## src/rtl/acc_alu_pkg.sv

```systemverilog
package acc_alu_pkg;

    localparam int OP_W = 5;

    typedef enum logic [OP_W-1:0] {
        OP_ADC      = 5'd0,
        OP_SUBC     = 5'd1,
        OP_CMPNE    = 5'd2,
        OP_CMPGT    = 5'd3,
        OP_ADD      = 5'd4,
        OP_AND      = 5'd5,
        OP_XOR      = 5'd6,
        OP_OR       = 5'd7,
        OP_INC      = 5'd8,
        OP_DEC      = 5'd9,
        OP_ROTL     = 5'd10,
        OP_ROTR     = 5'd11,
        OP_SWAP     = 5'd12,
        OP_DECADJ   = 5'd13,
        OP_SKIP_CLR = 5'd14,
        OP_SKIP_SET = 5'd15,
        OP_CLRC     = 5'd16,
        OP_SETC     = 5'd17
    } alu_op_e;

    typedef struct packed {
        logic c;
        logic h;
    } flags_t;

endpackage

```

## src/rtl/acc_alu_adder.sv

```systemverilog
module acc_alu_adder #(
    parameter int DATA_W = 8
) (
    input  logic [DATA_W-1:0] a_i,
    input  logic [DATA_W-1:0] b_i,
    input  logic              cin_i,
    output logic [DATA_W-1:0] sum_o,
    output logic              cout_o,
    output logic              hout_o
);
    localparam int HALF_W = DATA_W / 2;

    logic [DATA_W:0] full;
    logic [HALF_W:0] low;

    always_comb begin
        full   = {1'b0, a_i} + {1'b0, b_i} + {{DATA_W{1'b0}}, cin_i};
        low    = {1'b0, a_i[HALF_W-1:0]} + {1'b0, b_i[HALF_W-1:0]}
               + {{HALF_W{1'b0}}, cin_i};
        sum_o  = full[DATA_W-1:0];
        cout_o = full[DATA_W];
        hout_o = low[HALF_W];
    end
endmodule

```

## src/rtl/acc_alu_bitops.sv

```systemverilog
module acc_alu_bitops
    import acc_alu_pkg::*;
#(
    parameter int DATA_W = 8
) (
    input  alu_op_e           op_i,
    input  logic [DATA_W-1:0] a_i,
    input  logic [DATA_W-1:0] b_i,
    input  logic              c_i,
    output logic [DATA_W-1:0] res_o,
    output logic              cout_o
);
    localparam int HALF_W = DATA_W / 2;

    always_comb begin
        res_o  = a_i;
        cout_o = c_i;
        unique case (op_i)
            OP_AND:  res_o = a_i & b_i;
            OP_XOR:  res_o = a_i ^ b_i;
            OP_OR:   res_o = a_i | b_i;
            OP_ROTL: begin
                res_o  = {a_i[DATA_W-2:0], c_i};
                cout_o = a_i[DATA_W-1];
            end
            OP_ROTR: begin
                res_o  = {c_i, a_i[DATA_W-1:1]};
                cout_o = a_i[0];
            end
            OP_SWAP: res_o = {a_i[HALF_W-1:0], a_i[DATA_W-1:HALF_W]};
            default: ;
        endcase
    end
endmodule

```

## src/rtl/acc_alu_decadj.sv

```systemverilog
module acc_alu_decadj #(
    parameter int DATA_W = 8
) (
    input  logic [DATA_W-1:0] a_i,
    input  logic              c_i,
    input  logic              h_i,
    output logic [DATA_W-1:0] res_o,
    output logic              cout_o
);
    localparam int DIGIT_W = 4;
    localparam logic [DATA_W:0] LO_FIX  = (DATA_W+1)'(6);
    localparam logic [DATA_W:0] HI_FIX  = (DATA_W+1)'(6) << DIGIT_W;
    localparam logic [DATA_W:0] HI_LIM  = (DATA_W+1)'(9 * 16 + 9);

    logic [DATA_W:0] stage1;
    logic [DATA_W:0] stage2;
    logic            lo_adj;
    logic            hi_adj;

    always_comb begin
        lo_adj = h_i || (a_i[DIGIT_W-1:0] > 4'd9);
        stage1 = {1'b0, a_i} + (lo_adj ? LO_FIX : '0);
        hi_adj = c_i || (stage1 > HI_LIM);
        stage2 = stage1 + (hi_adj ? HI_FIX : '0);
        res_o  = stage2[DATA_W-1:0];
        cout_o = hi_adj;
    end
endmodule

```

## src/rtl/acc_alu.sv

```systemverilog
module acc_alu
    import acc_alu_pkg::*;
#(
    parameter int DATA_W = 8
) (
    input  logic              clk,
    input  logic              rst_n,
    input  logic              exec_i,
    input  logic [4:0]        op_i,
    input  logic [DATA_W-1:0] acc_i,
    input  logic [DATA_W-1:0] opnd_i,
    output logic [DATA_W-1:0] acc_o,
    output logic              acc_we_o,
    output logic              skip_o,
    output logic              carry_o,
    output logic              carry_we_o,
    output logic              hc_o,
    output logic              hc_we_o,
    output logic              carry_q_o,
    output logic              hc_q_o
);
    alu_op_e op;
    flags_t  flags_d, flags_q;

    logic [DATA_W-1:0] add_b;
    logic              add_cin;
    logic [DATA_W-1:0] add_sum;
    logic              add_cout, add_hout;
    logic [DATA_W-1:0] bit_res;
    logic              bit_cout;
    logic [DATA_W-1:0] dec_res;
    logic              dec_cout;

    logic [DATA_W-1:0] acc_d;
    logic              acc_we_d, skip_d, c_d, c_we_d, h_d, h_we_d;

    assign op = alu_op_e'(op_i);

    // Operand selection for the single shared adder
    always_comb begin
        add_b   = opnd_i;
        add_cin = 1'b0;
        unique case (op)
            OP_ADC:  add_cin = flags_q.c;
            OP_SUBC: begin
                add_b   = ~opnd_i;
                add_cin = flags_q.c;
            end
            OP_INC:  begin
                add_b   = '0;
                add_cin = 1'b1;
            end
            OP_DEC:  add_b = '1;
            default: ;
        endcase
    end

    acc_alu_adder #(.DATA_W(DATA_W)) u_adder (
        .a_i    (acc_i),
        .b_i    (add_b),
        .cin_i  (add_cin),
        .sum_o  (add_sum),
        .cout_o (add_cout),
        .hout_o (add_hout)
    );

    acc_alu_bitops #(.DATA_W(DATA_W)) u_bitops (
        .op_i   (op),
        .a_i    (acc_i),
        .b_i    (opnd_i),
        .c_i    (flags_q.c),
        .res_o  (bit_res),
        .cout_o (bit_cout)
    );

    acc_alu_decadj #(.DATA_W(DATA_W)) u_decadj (
        .a_i    (acc_i),
        .c_i    (flags_q.c),
        .h_i    (flags_q.h),
        .res_o  (dec_res),
        .cout_o (dec_cout)
    );

    // Next-value computation
    always_comb begin
        acc_d    = acc_i;
        acc_we_d = 1'b0;
        skip_d   = 1'b0;
        c_d      = flags_q.c;
        c_we_d   = 1'b0;
        h_d      = flags_q.h;
        h_we_d   = 1'b0;
        unique case (op)
            OP_ADC, OP_SUBC: begin
                acc_d    = add_sum;
                acc_we_d = 1'b1;
                c_d      = add_cout;
                c_we_d   = 1'b1;
                h_d      = add_hout;
                h_we_d   = 1'b1;
            end
            OP_ADD, OP_INC, OP_DEC: begin
                acc_d    = add_sum;
                acc_we_d = 1'b1;
            end
            OP_CMPNE: skip_d = (acc_i != opnd_i);
            OP_CMPGT: skip_d = (acc_i <= opnd_i);
            OP_AND, OP_XOR, OP_OR, OP_SWAP: begin
                acc_d    = bit_res;
                acc_we_d = 1'b1;
            end
            OP_ROTL, OP_ROTR: begin
                acc_d    = bit_res;
                acc_we_d = 1'b1;
                c_d      = bit_cout;
                c_we_d   = 1'b1;
            end
            OP_DECADJ: begin
                acc_d    = dec_res;
                acc_we_d = 1'b1;
                c_d      = dec_cout;
                c_we_d   = 1'b1;
            end
            OP_SKIP_CLR: skip_d = ~flags_q.c;
            OP_SKIP_SET: skip_d = flags_q.c;
            OP_CLRC: begin
                c_d    = 1'b0;
                c_we_d = 1'b1;
            end
            OP_SETC: begin
                c_d    = 1'b1;
                c_we_d = 1'b1;
            end
            default: ;
        endcase

        if (!exec_i) begin
            acc_we_d = 1'b0;
            skip_d   = 1'b0;
            c_we_d   = 1'b0;
            h_we_d   = 1'b0;
        end

        flags_d.c = c_we_d ? c_d : flags_q.c;
        flags_d.h = h_we_d ? h_d : flags_q.h;
    end

    always_ff @(posedge clk or negedge rst_n) begin
        if (!rst_n) flags_q <= '0;
        else        flags_q <= flags_d;
    end

    assign acc_o      = acc_d;
    assign acc_we_o   = acc_we_d;
    assign skip_o     = skip_d;
    assign carry_o    = c_d;
    assign carry_we_o = c_we_d;
    assign hc_o       = h_d;
    assign hc_we_o    = h_we_d;
    assign carry_q_o  = flags_q.c;
    assign hc_q_o     = flags_q.h;

    // A carry write lands in the stored flag at the next edge
    p_carry_load_r1: assert property (@(posedge clk) disable iff (!rst_n)
        (exec_i && carry_we_o) |=> (carry_q_o == $past(carry_o)));

    // Compares leave accumulator and flags alone
    p_cmp_no_write_r3: assert property (@(posedge clk) disable iff (!rst_n)
        (exec_i && (op_i == OP_CMPNE || op_i == OP_CMPGT))
            |-> (!acc_we_o && !carry_we_o && !hc_we_o));

    // Plain add, increment and decrement keep the stored carry
    p_plain_keeps_c_r4: assert property (@(posedge clk) disable iff (!rst_n)
        (exec_i && (op_i == OP_ADD || op_i == OP_INC || op_i == OP_DEC))
            |=> $stable(carry_q_o));

    // Skip-if-carry-clear follows the stored carry
    p_skip_cclr_r9: assert property (@(posedge clk) disable iff (!rst_n)
        (exec_i && op_i == OP_SKIP_CLR) |-> (skip_o == !carry_q_o));

    // Idle cycles hold both flags
    p_idle_hold_r10: assert property (@(posedge clk) disable iff (!rst_n)
        !exec_i |=> ($stable(carry_q_o) && $stable(hc_q_o)));

    // Reset holds both flags at zero
    always_ff @(posedge clk) begin
        if (!rst_n) begin
            p_reset_clear_r11: assert (!carry_q_o && !hc_q_o);
        end
    end
endmodule

```

## config.mk

```make
export PLATFORM = sky130hd
export DESIGN_NAME = acc_alu
export DESIGN_NICKNAME = d
export VERILOG_FILES = /design/src/rtl/acc_alu_pkg.sv /design/src/rtl/acc_alu_adder.sv /design/src/rtl/acc_alu_bitops.sv /design/src/rtl/acc_alu_decadj.sv /design/src/rtl/acc_alu.sv
export SDC_FILE = /design/constraint.sdc
export NUM_CORES = 1
export LEC_CHECK = 0
export BUFFER_PORTS_ARGS = -buffer_cell sky130_fd_sc_hd__clkbuf_2
export CAP_MARGIN = 10
export CORE_MARGIN = 5
export CORE_UTILIZATION = 40
export DETAILED_ROUTE_END_ITERATION = 10
export SLEW_MARGIN = 20
export SYNTH_ARGS = -nofsm -noshare
export SYNTH_HDL_FRONTEND = slang
export SYNTH_SLANG_ARGS = --single-unit
```

## constraint.sdc

```tcl
create_clock -name clk -period 5.6 [get_ports clk]
set_clock_uncertainty 0.05 [all_clocks]
set_input_delay 0.56 -clock clk [delete_from_list [all_inputs] [get_ports clk]]
set_output_delay 0.56 -clock clk [all_outputs]
set_load 0.02 [all_outputs]
```

Yosys cells after proc, flatten, opt, wreduce, memory -nomap -nowiden
Index checks and enable logic that the tools add are counted.
- register bits: 2
- bits of input ports: 24
- output and inout port bits: 16
- logic and storage cells: 60
- add/subtract/negate cells: 6
- order comparisons: 3
- eq/ne operators: 18
- muxes and demuxes: 17
- bitwise operators: 5
- reductions and logical operators: 9
- operator list (operator ; count):
    $pmux W8 S3 ; 2
    $pmux W8 S6 ; 1
    $eq A5 B4 Y1 const B ; 8
    $eq A5 B3 Y1 const B ; 4
    $reduce_or A12 Y1 ; 1
    $eq A5 B2 Y1 const B ; 2
    $eq A5 B5 Y1 const B ; 2
    $add A8 B3 Y9 ; 1
    $add A8 B8 Y9 ; 1
    $add A9 B1 Y9 ; 1
    $gt A9 B8 Y1 const B ; 1
    $add A8 B8 Y8 ; 1
    $and A8 B8 Y8 ; 1
    $le A8 B8 Y1 ; 1
    $mux W1 ; 8
    $ne A8 B8 Y1 ; 1
    $not A8 Y8 ; 1
    $or A8 B8 Y8 ; 1
    $xor A8 B8 Y8 ; 1
    $mux W7 ; 1
    $reduce_or A7 Y1 ; 1
    $reduce_or A6 Y1 ; 1
    $add A4 B4 Y5 ; 1
    $add A5 B1 Y5 ; 1
    11 further kinds ; 14

Longest topological paths before layout
- depth in word-level cells: 9
- gate-level depth with buffers: 17
- mapped depth without buffers: 16

Cells and area by module
Synthesis repeated with hierarchy kept, for this count alone.
- cell total of the unflattened synthesis: 319
- area total of the unflattened synthesis: 2328.5 um^2
- by module, submodules not included (module ; instances ; cells an instance ; area each (um^2)):
    acc_alu ; 1 ; 135 ; 952.2
    acc_alu_bitops ; 1 ; 112 ; 778.2
    acc_alu_adder ; 1 ; 38 ; 316.6
    acc_alu_decadj ; 1 ; 34 ; 281.5

Worst setup path before layout
No wires, ideal clock.
- kind: input -> output
- start point: input acc_i[3]
- end point: output acc_o[6]
- data arrival time: 3.524 ns
- required time: 4.990 ns
- setup slack: 1.466 ns
- stages: 16
- path through: buf_4 -> o21ai_0 -> nand2b_1 -> ha_1 -> inv_1 -> fa_1 -> and3b_1 -> nand3_1 -> xnor2_1 -> o21ai_0 -> ha_1 -> fa_1 -> a222oi_1 -> nand3_1 -> nor2_1 -> o21ai_1
- longest elaborated chain between the ends: 9
- RTL lines (element ; RTL line ; RTL):
    start: declaration ; acc_alu.sv:10 ; input logic [DATA_W-1:0] acc_i,
    $gt A4 B4 Y1 ; acc_alu_decadj.sv:21 ; lo_adj = h_i || (a_i[DIGIT_W-1:0] > 4'd9);
    $logic_or A1 B1 Y1 ; acc_alu_decadj.sv:21 ;
    $mux W3 ; acc_alu_decadj.sv:22 ; stage1 = {1'b0, a_i} + (lo_adj ? LO_FIX : '0);
    $add A8 B3 Y9 ; acc_alu_decadj.sv:22 ;
    $gt A9 B8 Y1 ; acc_alu_decadj.sv:23 ; hi_adj = c_i || (stage1 > HI_LIM);
    $logic_or A1 B1 Y1 ; acc_alu_decadj.sv:23 ;
    $mux W7 ; acc_alu_decadj.sv:24 ; stage2 = stage1 + (hi_adj ? HI_FIX : '0);
    $add A8 B8 Y8 ; acc_alu_decadj.sv:24 ;
    $pmux W8 S3 * ; acc_alu.sv:93 ; unique case (op)
    end: declaration ; acc_alu.sv:12 ; output logic [DATA_W-1:0] acc_o,
Mark *: on every way between the ends. The rest lies on a longest branch, timed or not.

Worst setup path after layout
Same ends and word-level chain as after synthesis.

==> flow_metrics.tcl <==
set metrics [dict create \
    rrSetupSlack_ps 2640 \
    synth_edf_count 0 \
    power.density_nw_per_um2 133 \
    antenna_left 0 \
    maxCapViolations 0 \
    min_path_type "input port to async pin" \
    startpoint_type "input port" \
    rsz0062_at_grt "false" \
    multiInputGateArea_um2 1790 \
    numCtsBuffers 3 \
    drv_slew 0 \
    synth_cell_types 62 \
    final_cell_mix "39 x clkbuf_2, 34 x ha_1, 29 x inv_1, 18 x nor2_1, 17 x a21oi_1" \
    path_clk_slew_ps 30 \
    synthCells 273 \
    num_rows 26 \
    antenna_found_initial 0 \
    pin_count 40 \
    grt_pass1_vias 2130 \
    final.min_clock_period_ps 4750 \
    drt_first_iter_violations 291 \
    setup-tns-final_ps 0 \
    synth_ff_type "dfrtp_1" \
    worst-path-buf-inv 3 \
    synth_area_um2 2060 \
    port_buffers 39 \
    n_antenna_cell 0 \
    final-instance-count-excl-fill 372 \
    start_util_pct 40.8 \
    clockRootBuffer "clkbuf_8" \
    clkSinkCount 2 \
    drt-pass1-iter-count 6 \
    synth_seq_area_share_pct 2.43 \
    slew_headroom_pct 32.0 \
    core_area_um2 5040 \
    vias 2233 \
    cts_hold_buf 0 \
    setup_violations 0 \
    gp_congestion 0.950 \
    cts_htree_levels 1 \
    period_share_pct 84.8 \
    grtUsageTotal_pct 21.8 \
    syn_area_per_cell_um2 7.53 \
    yosysWarnings 0 \
    viasPerCell 6.00 \
    vdd_drop_max_mv 0.119 \
    synthToLayoutAreaGrowth_pct 11.1 \
    synth_seq_cells 2 \
    arrival_ps 4140 \
    die_w_um 81.7 \
    ff_latch_area_um2 50.0 \
    grt-ovfl-total 0 \
    final_nets 366 \
    die-area_um2 6680 \
    fmax_mhz 211 \
    worst_ep_required_time_ps 4990 \
    crit_chain "clkbuf_2, o21ai_0, nand2b_1, ha_1, inv_1, fa_1, and3b_1, nand3_1, xnor2_1, o21ai_0, ha_1, fa_1, a222oi_1, nand3_1, nor2_1, o21ai_1, clkbuf_2" \
    grt_max_degree 21 \
    drive_above_1_share_pct 20.2 \
    p_leak_nw 1.06 \
    drt-total-wl_mm 6.98 \
    tightest_slew_ps 1010 \
    dp_cells 369 \
    drc 0 \
    hold_viol 0 \
    endpoint_kind "output port" \
    status "finished clean" \
    synth_nets 335 \
    wl_per_cell_um 18.8 \
    criticalPathCategory "input port to output port" \
    cts_max_path_buffers 2 \
    path_max_fanout 13 \
    grt_pass1_wl_mm 11.2 \
    slowest_delay_ps 430 \
    fill_cells 536 \
    layout_commonest_cell "clkbuf_2" \
    async_flop_share_pct 100 \
    clk_latency_ps 210 \
    cts_tree "done" \
    die_h_um 81.7 \
    dp_hpwl_mm 5.43 \
    path_delay_family "adder cells" \
    cts_resized 0 \
    crit_slowest_cell "fa_1" \
    cts_setup_buffers 0 \
]
[synthesized netlist by cell type, drive strengths merged (3+ instances only)]
master   count  area (µm²)
a221oi       6        52.6
a31oi        5        31.3
nor2b        7        51.3
nand2       17        66.3
nor2        18        67.6
inv         29         109
a21o         4        30.0
ha          34         425
a22oi        7        52.6
o221ai       3        32.5
a21oi       17        85.1
buf         11        95.1
a2111oi      3        32.5
xnor2        8        70.1
fa           4        80.1
a211oi       6        45.0
nor4         5        52.6
mux2i        3        30.0
o21ai       19        95.1
clkbuf       4        15.0
a222oi       4        40.0
nor3         6        46.3
nand2b       6        52.6
nand3        7        35.0
and3         3        18.8
[cell families after synthesis]
kind of cell	count (synthesis)	share of synthesized area, %
AO/OA/AOI/OAI	93	31.8
XOR/XNOR	10	4.26
adder cells (fa/ha/maj)	38	24.6
buffers and inverters	44	10.6
flip-flops	2	2.43
multiplexers	5	2.55
AND/OR/NAND/NOR	81	23.7
[path summary, 6_finish.rpt]
path,from,end,depth (start not counted)
max,acc_i[3],acc_o[6],17
min,rst_n,carry_q_o$_DFFE_PN0P_,1
max reg2reg,carry_q_o$_DFFE_PN0P_,carry_q_o$_DFFE_PN0P_,12
min reg2reg,hc_q_o$_DFFE_PN0P_,hc_q_o$_DFFE_PN0P_,2
max in group asynchronous,rst_n,hc_q_o$_DFFE_PN0P_,1
min in group clk,hc_q_o$_DFFE_PN0P_,hc_q_o$_DFFE_PN0P_,2
[stage by stage]
stage,power [mW],worst slack (ps),area (µm²),hold WS [ps],utilization (%)
4_1_cts,0.303,881,2290,76.1,45.3
2_1_floorplan,0.179,1470,2060,214,-
5_1_grt,0.332,581,2290,79.6,45.3
3_3_place_gp,0.245,862,2240,296,44.5
6_report,0.304,853,2290,78.2,45.3
3_5_place_dp,0.244,904,2240,297,44.5
[layout make-up]
class | count | share of cell area [%]
sequential | 2 | 2.19
inverter | 29 | 4.76
tap | 70 | 3.83
timing repair buffer | 41 | 9.20
clock buffer | 3 | 1.81
multi-input combinational | 227 | 78.2
[registers in the layout, summed over array words and instances (netlist names)]
signal / flops
carry_q_o: 1
hc_q_o: 1
[routing by layer]
metal / GRT usage [%] / vias up / wire length, µm
met5: 0 / - / 0
met4: 5.81 / 0 / 195
li1: - / 1069 / -
met3: 2.74 / 17 / 516
met2: 35.6 / 102 / 3350
met1: 30.0 / 1045 / 2930
[power breakdown]
part / internal, mW / total (mW) / switching (mW)
Clock: 0.0455 / 0.0569 / 0.0114
Sequential: 0.0173 / 0.0224 / 0.00514
Combinational: 0.0861 / 0.225 / 0.139
Note: power is estimated with default switching activity, not from simulation.
